--- src/rtl/pal_vs_pkg.sv ---
package pal_vs_pkg;

  localparam int POS_W = 5;

  // Edge control byte: odd delay, even delay, advance, line count.
  typedef struct packed {
    logic             dlyOdd;
    logic             dlyEven;
    logic             advance;
    logic [POS_W-1:0] pos;
  } edgeCtl_t;

  // Field flag control: bit 5 of the byte is not stored.
  typedef struct packed {
    logic             dlyOdd;
    logic             dlyEven;
    logic [POS_W-1:0] pos;
  } togCtl_t;

  typedef struct packed {
    logic begOdd;
    logic begEven;
    logic endOdd;
    logic endEven;
  } halfCtl_t;

  typedef struct packed {
    edgeCtl_t beginCtl;
    edgeCtl_t endCtl;
    togCtl_t  togCtl;
    halfCtl_t halfCtl;
  } timingCfg_t;

  // Strobes from control to datapath.
  typedef struct packed {
    logic commit;
    logic vsSet;
    logic vsClr;
    logic fLoad;
    logic fVal;
  } ctlStrobes_t;

  localparam edgeCtl_t BEGIN_RST = edgeCtl_t'(8'h11);
  localparam edgeCtl_t END_RST   = edgeCtl_t'(8'h14);
  localparam togCtl_t  TOG_RST   = togCtl_t'(7'h00);
  localparam halfCtl_t HALF_RST  = halfCtl_t'(4'hC);

  localparam logic [1:0] ADDR_BEGIN = 2'd0;
  localparam logic [1:0] ADDR_END   = 2'd1;
  localparam logic [1:0] ADDR_TOG   = 2'd2;
  localparam logic [1:0] ADDR_HALF  = 2'd3;

endpackage

--- src/rtl/pal_vs_edge_calc.sv ---
module pal_vs_edge_calc
  import pal_vs_pkg::*;
#(
  parameter int LINE_W   = 10,
  parameter int REF_LINE = 32
) (
  input  edgeCtl_t          ctl,
  input  logic              halfOdd,
  input  logic              halfEven,
  input  logic              odd,
  output logic [LINE_W-1:0] lineNo,
  output logic              atHalf
);

  localparam logic [LINE_W-1:0] REF = LINE_W'(REF_LINE);

  logic [LINE_W-1:0] posExt;
  logic [LINE_W-1:0] baseLine;
  logic              fieldDly;

  assign posExt   = LINE_W'(ctl.pos);
  assign fieldDly = odd ? ctl.dlyOdd : ctl.dlyEven;

  always_comb begin
    baseLine = ctl.advance ? (REF - posExt) : (REF + posExt);
    lineNo   = baseLine + LINE_W'(fieldDly);
  end

  assign atHalf = odd ? halfOdd : halfEven;

endmodule

--- src/rtl/pal_vs_control.sv ---
module pal_vs_control
  import pal_vs_pkg::*;
#(
  parameter int LINES_PER_FRAME = 625,
  parameter int ODD_LINES       = 313,
  parameter int REF_LINE        = 32,
  parameter int LINE_W          = 10
) (
  input  logic              clk,
  input  logic              rstN,
  input  logic              lineStrobe,
  input  logic              halfStrobe,
  input  timingCfg_t        pendCfg,
  input  timingCfg_t        actCfg,
  output ctlStrobes_t       strobes,
  output logic [LINE_W-1:0] lineCnt,
  output logic              oddField
);

  localparam logic [LINE_W-1:0] LAST_LINE = LINE_W'(LINES_PER_FRAME - 1);
  localparam logic [LINE_W-1:0] EVEN_START = LINE_W'(ODD_LINES);
  localparam int NUM_EDGES = 2;

  logic [LINE_W-1:0] nextLine;
  logic [LINE_W-1:0] nextFieldLine;
  logic [LINE_W-1:0] curFieldLine;
  logic [LINE_W-1:0] togLine;
  logic              nextOdd;
  logic              boundary;
  timingCfg_t        cfgLine;

  assign nextLine      = (lineCnt == LAST_LINE) ? '0 : lineCnt + 1'b1;
  assign nextOdd       = nextLine < EVEN_START;
  assign boundary      = lineStrobe && ((nextLine == '0) || (nextLine == EVEN_START));
  assign nextFieldLine = nextOdd ? nextLine : nextLine - EVEN_START;
  assign curFieldLine  = oddField ? lineCnt : lineCnt - EVEN_START;

  // At a boundary the entering field already uses the pending settings.
  assign cfgLine = boundary ? pendCfg : actCfg;

  logic [NUM_EDGES-1:0] lineHit;
  logic [NUM_EDGES-1:0] halfHit;

  for (genvar g = 0; g < NUM_EDGES; g++) begin : gEdge
    edgeCtl_t          lnCtl;
    edgeCtl_t          hfCtl;
    logic              lnHalfOdd, lnHalfEven, hfHalfOdd, hfHalfEven;
    logic [LINE_W-1:0] lnLine, hfLine;
    logic              lnAtHalf, hfAtHalf;

    assign lnCtl      = (g == 0) ? cfgLine.beginCtl : cfgLine.endCtl;
    assign hfCtl      = (g == 0) ? actCfg.beginCtl : actCfg.endCtl;
    assign lnHalfOdd  = (g == 0) ? cfgLine.halfCtl.begOdd  : cfgLine.halfCtl.endOdd;
    assign lnHalfEven = (g == 0) ? cfgLine.halfCtl.begEven : cfgLine.halfCtl.endEven;
    assign hfHalfOdd  = (g == 0) ? actCfg.halfCtl.begOdd  : actCfg.halfCtl.endOdd;
    assign hfHalfEven = (g == 0) ? actCfg.halfCtl.begEven : actCfg.halfCtl.endEven;

    // Line-start path: evaluated for the line being entered.
    pal_vs_edge_calc #(.LINE_W(LINE_W), .REF_LINE(REF_LINE)) u_lnCalc (
      .ctl      (lnCtl),
      .halfOdd  (lnHalfOdd),
      .halfEven (lnHalfEven),
      .odd      (nextOdd),
      .lineNo   (lnLine),
      .atHalf   (lnAtHalf)
    );

    // Mid-line path: evaluated for the line in progress.
    pal_vs_edge_calc #(.LINE_W(LINE_W), .REF_LINE(REF_LINE)) u_hfCalc (
      .ctl      (hfCtl),
      .halfOdd  (hfHalfOdd),
      .halfEven (hfHalfEven),
      .odd      (oddField),
      .lineNo   (hfLine),
      .atHalf   (hfAtHalf)
    );

    assign lineHit[g] = lineStrobe && (nextFieldLine == lnLine) && !lnAtHalf;
    assign halfHit[g] = halfStrobe && !lineStrobe && (curFieldLine == hfLine) && hfAtHalf;
  end

  always_comb begin
    togLine = LINE_W'(cfgLine.togCtl.pos)
            + LINE_W'(nextOdd ? cfgLine.togCtl.dlyOdd : cfgLine.togCtl.dlyEven);
    strobes.commit = boundary;
    strobes.vsSet  = lineHit[0] | halfHit[0];
    strobes.vsClr  = lineHit[1] | halfHit[1];
    strobes.fLoad  = lineStrobe && (nextFieldLine == togLine);
    strobes.fVal   = !nextOdd;
  end

  always_ff @(posedge clk) begin
    if (!rstN) begin
      lineCnt  <= LAST_LINE;
      oddField <= 1'b0;
    end else if (lineStrobe) begin
      lineCnt <= nextLine;
      if (boundary) oddField <= nextOdd;
    end
  end

endmodule

--- src/rtl/pal_vs_datapath.sv ---
module pal_vs_datapath
  import pal_vs_pkg::*;
(
  input  logic        clk,
  input  logic        rstN,
  input  logic        regWrEn,
  input  logic [1:0]  regAddr,
  input  logic [7:0]  regWrData,
  input  ctlStrobes_t strobes,
  output timingCfg_t  pendCfg,
  output timingCfg_t  actCfg,
  output logic        vsPin,
  output logic        vCode,
  output logic        fFlag
);

  localparam timingCfg_t CFG_RST = '{
    beginCtl: BEGIN_RST,
    endCtl:   END_RST,
    togCtl:   TOG_RST,
    halfCtl:  HALF_RST
  };

  always_ff @(posedge clk) begin
    if (!rstN) begin
      pendCfg <= CFG_RST;
    end else if (regWrEn) begin
      case (regAddr)
        ADDR_BEGIN: pendCfg.beginCtl <= edgeCtl_t'(regWrData);
        ADDR_END:   pendCfg.endCtl   <= edgeCtl_t'(regWrData);
        ADDR_TOG:   pendCfg.togCtl   <= togCtl_t'({regWrData[7:6], regWrData[4:0]});
        default:    pendCfg.halfCtl  <= halfCtl_t'(regWrData[3:0]);
      endcase
    end
  end

  always_ff @(posedge clk) begin
    if (!rstN)               actCfg <= CFG_RST;
    else if (strobes.commit) actCfg <= pendCfg;
  end

  // The clear takes priority in both copies of the sync level.
  always_ff @(posedge clk) begin
    if (!rstN)              vsPin <= 1'b0;
    else if (strobes.vsClr) vsPin <= 1'b0;
    else if (strobes.vsSet) vsPin <= 1'b1;
  end

  always_ff @(posedge clk) begin
    if (!rstN)              vCode <= 1'b0;
    else if (strobes.vsClr) vCode <= 1'b0;
    else if (strobes.vsSet) vCode <= 1'b1;
  end

  always_ff @(posedge clk) begin
    if (!rstN)              fFlag <= 1'b0;
    else if (strobes.fLoad) fFlag <= strobes.fVal;
  end

endmodule

--- src/rtl/pal_vs_timing_gen.sv ---
module pal_vs_timing_gen
  import pal_vs_pkg::*;
#(
  parameter int LINES_PER_FRAME = 625,
  parameter int ODD_LINES       = 313,
  parameter int REF_LINE        = 32,
  localparam int LINE_W         = $clog2(LINES_PER_FRAME)
) (
  input  logic              clk,
  input  logic              rstN,
  input  logic              lineStrobe,
  input  logic              halfStrobe,
  input  logic              regWrEn,
  input  logic [1:0]        regAddr,
  input  logic [7:0]        regWrData,
  output logic              vsOut,
  output logic              vBit,
  output logic              fBit,
  output logic              oddField,
  output logic [LINE_W-1:0] lineNum
);

  ctlStrobes_t strobes;
  timingCfg_t  pendCfg;
  timingCfg_t  actCfg;

  pal_vs_control #(
    .LINES_PER_FRAME (LINES_PER_FRAME),
    .ODD_LINES       (ODD_LINES),
    .REF_LINE        (REF_LINE),
    .LINE_W          (LINE_W)
  ) u_control (
    .clk        (clk),
    .rstN       (rstN),
    .lineStrobe (lineStrobe),
    .halfStrobe (halfStrobe),
    .pendCfg    (pendCfg),
    .actCfg     (actCfg),
    .strobes    (strobes),
    .lineCnt    (lineNum),
    .oddField   (oddField)
  );

  pal_vs_datapath u_datapath (
    .clk       (clk),
    .rstN      (rstN),
    .regWrEn   (regWrEn),
    .regAddr   (regAddr),
    .regWrData (regWrData),
    .strobes   (strobes),
    .pendCfg   (pendCfg),
    .actCfg    (actCfg),
    .vsPin     (vsOut),
    .vCode     (vBit),
    .fFlag     (fBit)
  );

endmodule

--- config.mk ---
export PLATFORM = sky130hd
export DESIGN_NAME = pal_vs_timing_gen
export DESIGN_NICKNAME = d
export VERILOG_FILES = /design/src/rtl/pal_vs_pkg.sv /design/src/rtl/pal_vs_edge_calc.sv /design/src/rtl/pal_vs_control.sv /design/src/rtl/pal_vs_datapath.sv /design/src/rtl/pal_vs_timing_gen.sv
export SDC_FILE = /design/constraint.sdc
export NUM_CORES = 1
export LEC_CHECK = 0
export ABC_AREA = 0
export CAP_MARGIN = 30
export CORE_MARGIN = 2
export CORE_UTILIZATION = 60
export CTS_BUF_LIST = sky130_fd_sc_hd__clkbuf_8
export CTS_CLUSTER_SIZE = 30
export DETAILED_ROUTE_END_ITERATION = 10
export PLACE_DENSITY_LB_ADDON = 0.08
export RECOVER_POWER = 50
export SYNTH_ARGS = -nofsm -noshare
export SYNTH_HDL_FRONTEND = slang
export SYNTH_SLANG_ARGS = --single-unit
--- constraint.sdc ---
create_clock -name clk -period 14.3 [get_ports clk]
set_clock_uncertainty 0.1 [all_clocks]
set_input_delay 2.86 -clock clk [delete_from_list [all_inputs] [get_ports clk]]
set_output_delay 2.86 -clock clk [all_outputs]
set_load 0.01 [all_outputs]
==> results.cfg <==
[run_status]
status = finished, violations left
violations = capacitance limit, slew limit

[timing]
setup_tns_ps = 0
setup_ws_ps = 6407
max_freq_ghz = 0.1267
tightestPinTransition_ps = 1587
relSlewSlack_pct = -5.830
rsz0062_at_grt = false
hold_viol = 0
min_period_over_period_pct = 55.19
finalSetupViolations = 0
whs_ps = 400.1
slew_violations = 37
period_minus_slack_ps = 7893

[synth]
ys_seq_area_share_pct = 24.31
ys_ff_latch = 67
syn_inst = 665
synth_fp_nets = 699
synth_edf_count = 0
yosysWarningCount = 0
async_reset_ff_share_pct = 0
avgSynthCellArea_um2 = 8.296
netlist_area_um2 = 5517
synthFlopType = dfxtp_1
synth_cell_types = 89

[cts]
clkTransAtPathRegs_ps = 90
cts_hold_buf = 0
cts_sinks = 67
numCtsBuffers = 9
cts_setup_buffers = 0
insertion_delay_ps = 350
htree_levels = 3
clk_root_buffer_cell = clkbuf_8
clockBufferDepth = 2
cts_tree = built
cts_resized = 0

[power]
p_leak_nw = 2.526
max-vdd-ir-drop_mv = 0.06996
fin_total_pwr_uw = 722.8
power_density_nw_per_um2 = 121.9

[routing]
viasPerCell = 6.221
routed_wirelength_um = 13750
wire_per_inst_um = 17.67
ant_nets = 0
vias = 4840
dr.pass1.iters = 5
dr.first_iter.drc_count = 372
drc_errors = 0

[worst_setup_path]
crit_fanout = 50
cpMaxStageDelayCell = dlygate4sd3_1
required_ps = 14480
start_kind = primary input
ff2ff_setup_slack_ps = 7630
critPathCapture = u_datapath.vCode$_SDFFE_PP0P_
path_buf_inv = 2
cpPeakStageDelay_ps = 940
worstSetupPathType = primary input to flop
path_cells = dlygate4sd3_1 -> inv_1 -> a211oi_2 -> nand3_4 -> mux2i_1 -> ha_1 -> mux2i_1 -> mux2i_2 -> ha_1 -> or4b_2 -> mux2i_1 -> xor2_1 -> nand2_1 -> mux2i_1 -> a31oi_1 -> a211oi_2
path_depth = 16
crit_start = lineStrobe
path_delay_family = simple AND/OR/NAND/NOR gates
reg2regPathDepth = 19
end_kind = flop
cp_common_cell = mux2i_1
r2r-end = u_datapath.vCode$_SDFFE_PP0P_
r2r-start = u_control.lineCnt[0]$_SDFFE_PN0P_
worstPathArrival_ps = 8070

[floorplan]
pin_count = 29
fp.dieH_um = 99.89
dieArea_um2 = 9977
die_w_um = 99.89
core.rowCount = 34
core_um2 = 8806
start_util_pct = 62.65

[flow_run]
cap_violations = 1

[grt]
antenna_found_initial = 0
track_usage_pct = 28.29
overflow = 0
grt_max_degree = 51
grt_pass1_vias = 4404
grt_pass1_wl_um = 22580

[layout]
drive_above_1_share_pct = 8.358
num_antenna_cells = 0
seq_area_um2 = 1341
layoutNonFillerInstCount = 778
multi_input_area_um2 = 3887
final_common_cell = nor2_1
final_nets = 699
fillers = 733
syn2layout_area_growth_pct = 7.507
design_area_um2 = 5931
finish.utilization_pct = 67.35
final_cell_mix = nor2_1, mux2i_1, dfxtp_1

[placed_design]
portBuffers = 28
dp.cells = 762
gp_congestion = 0.9779
dpl_worst_slack_ps = 6228
hpwlAfterDp_um = 10090
place_area_um2 = 5738

[worst_hold_path]
holdCritPathClass = flop to flop
==> worst min path at each step <==
| stage | cells after the start | startpoint | slack [ps] | to |
|---|---|---|---|---|
| 2_1_floorplan | 2 | u_datapath.pendCfg[2]$_SDFFE_PN1P_ | 340 | u_datapath.pendCfg[2]$_SDFFE_PN1P_ |
| 3_3_place_gp | 2 | u_datapath.pendCfg[3]$_SDFFE_PN1P_ | 360 | u_datapath.pendCfg[3]$_SDFFE_PN1P_ |
| 3_5_place_dp | 2 | u_datapath.pendCfg[3]$_SDFFE_PN1P_ | 370 | u_datapath.pendCfg[3]$_SDFFE_PN1P_ |
| 4_1_cts | 2 | u_datapath.pendCfg[3]$_SDFFE_PN1P_ | 390 | u_datapath.pendCfg[3]$_SDFFE_PN1P_ |
| 5_1_grt | 2 | u_datapath.pendCfg[3]$_SDFFE_PN1P_ | 410 | u_datapath.pendCfg[3]$_SDFFE_PN1P_ |
| 6_report | 2 | u_datapath.pendCfg[3]$_SDFFE_PN1P_ | 400 | u_datapath.pendCfg[3]$_SDFFE_PN1P_ |
==> per-layer routing <==
layer  vias to the layer above  global-route usage [%]  routed length, µm
li1                       2359                       -                  -
met1                      2274                   39.58               6374
met2                       174                   45.06               6302
met3                        33                   3.621                742
met4                         0                   9.905                330
met5                         -                       0                  0
==> report_power, final <==
part           leakage (nW)  switching, mW  total [mW]  internal, mW
registers             0.543         0.0173       0.211         0.193
logic                  1.88          0.201       0.339         0.138
clock network         0.102         0.0892       0.173        0.0837
==> synthesized netlist by cell type (all sizes together), types with 3 or more instances <==
library cell / number / area (µm²)
a211oi: 6 / 65.06
a21boi: 4 / 33.78
a21o: 3 / 22.52
a21oi: 19 / 110.1
a221o: 3 / 30.03
a31o: 3 / 26.28
a31oi: 4 / 25.02
and2: 8 / 50.05
and3: 4 / 25.02
buf: 18 / 130.1
clkbuf: 25 / 93.84
dfxtp: 67 / 1341
ha: 19 / 237.7
inv: 17 / 63.81
mux2: 9 / 105.1
mux2i: 80 / 817.0
nand2: 58 / 227.7
nand2b: 10 / 62.56
nand3: 16 / 92.59
nand3b: 9 / 67.56
nand4: 9 / 56.30
nor2: 80 / 307.8
nor2b: 7 / 43.79
nor3: 12 / 71.32
nor3b: 5 / 37.54
nor4: 3 / 25.02
o211a: 4 / 40.04
o211ai: 5 / 42.54
o21ai: 35 / 182.7
o22ai: 5 / 37.53
o31ai: 7 / 52.55
or2: 3 / 18.77
or3: 6 / 42.54
xnor2: 40 / 350.3
xor2: 27 / 236.5
==> cell families after synthesis <==
logic type	after synthesis	synth area share [%]
compound gates	118	15.85
xor+xnor	67	10.64
fa+ha+maj	19	4.309
buf+inv	60	5.216
flops	67	24.31
mux	89	16.72
simple gates	245	22.95
==> registers in the layout, indices dropped and copies added (netlist names) <==
| signal | flops |
|---|---|
| u_control.lineCnt | 10 |
| u_control.oddField | 1 |
| u_datapath.actCfg | 27 |
| u_datapath.pendCfg | 27 |
| u_datapath.fFlag | 1 |
| u_datapath.vCode | 1 |
==> layout make-up <==
class	count	area share, %
tap	108	2.278
multi-input combinational	538	65.55
clock buffer	9	2.089
sequential	67	22.62
timing repair buffer	32	4.979
inverter	17	1.076
clock inverter	7	1.414
==> tightest hold or removal path, stage by stage (launching register included) <==
cell	delay (ps)
dfxtp_1	340
mux2i_1	70
nand2_1	60
Note: power is estimated with default switching activity, not from simulation.
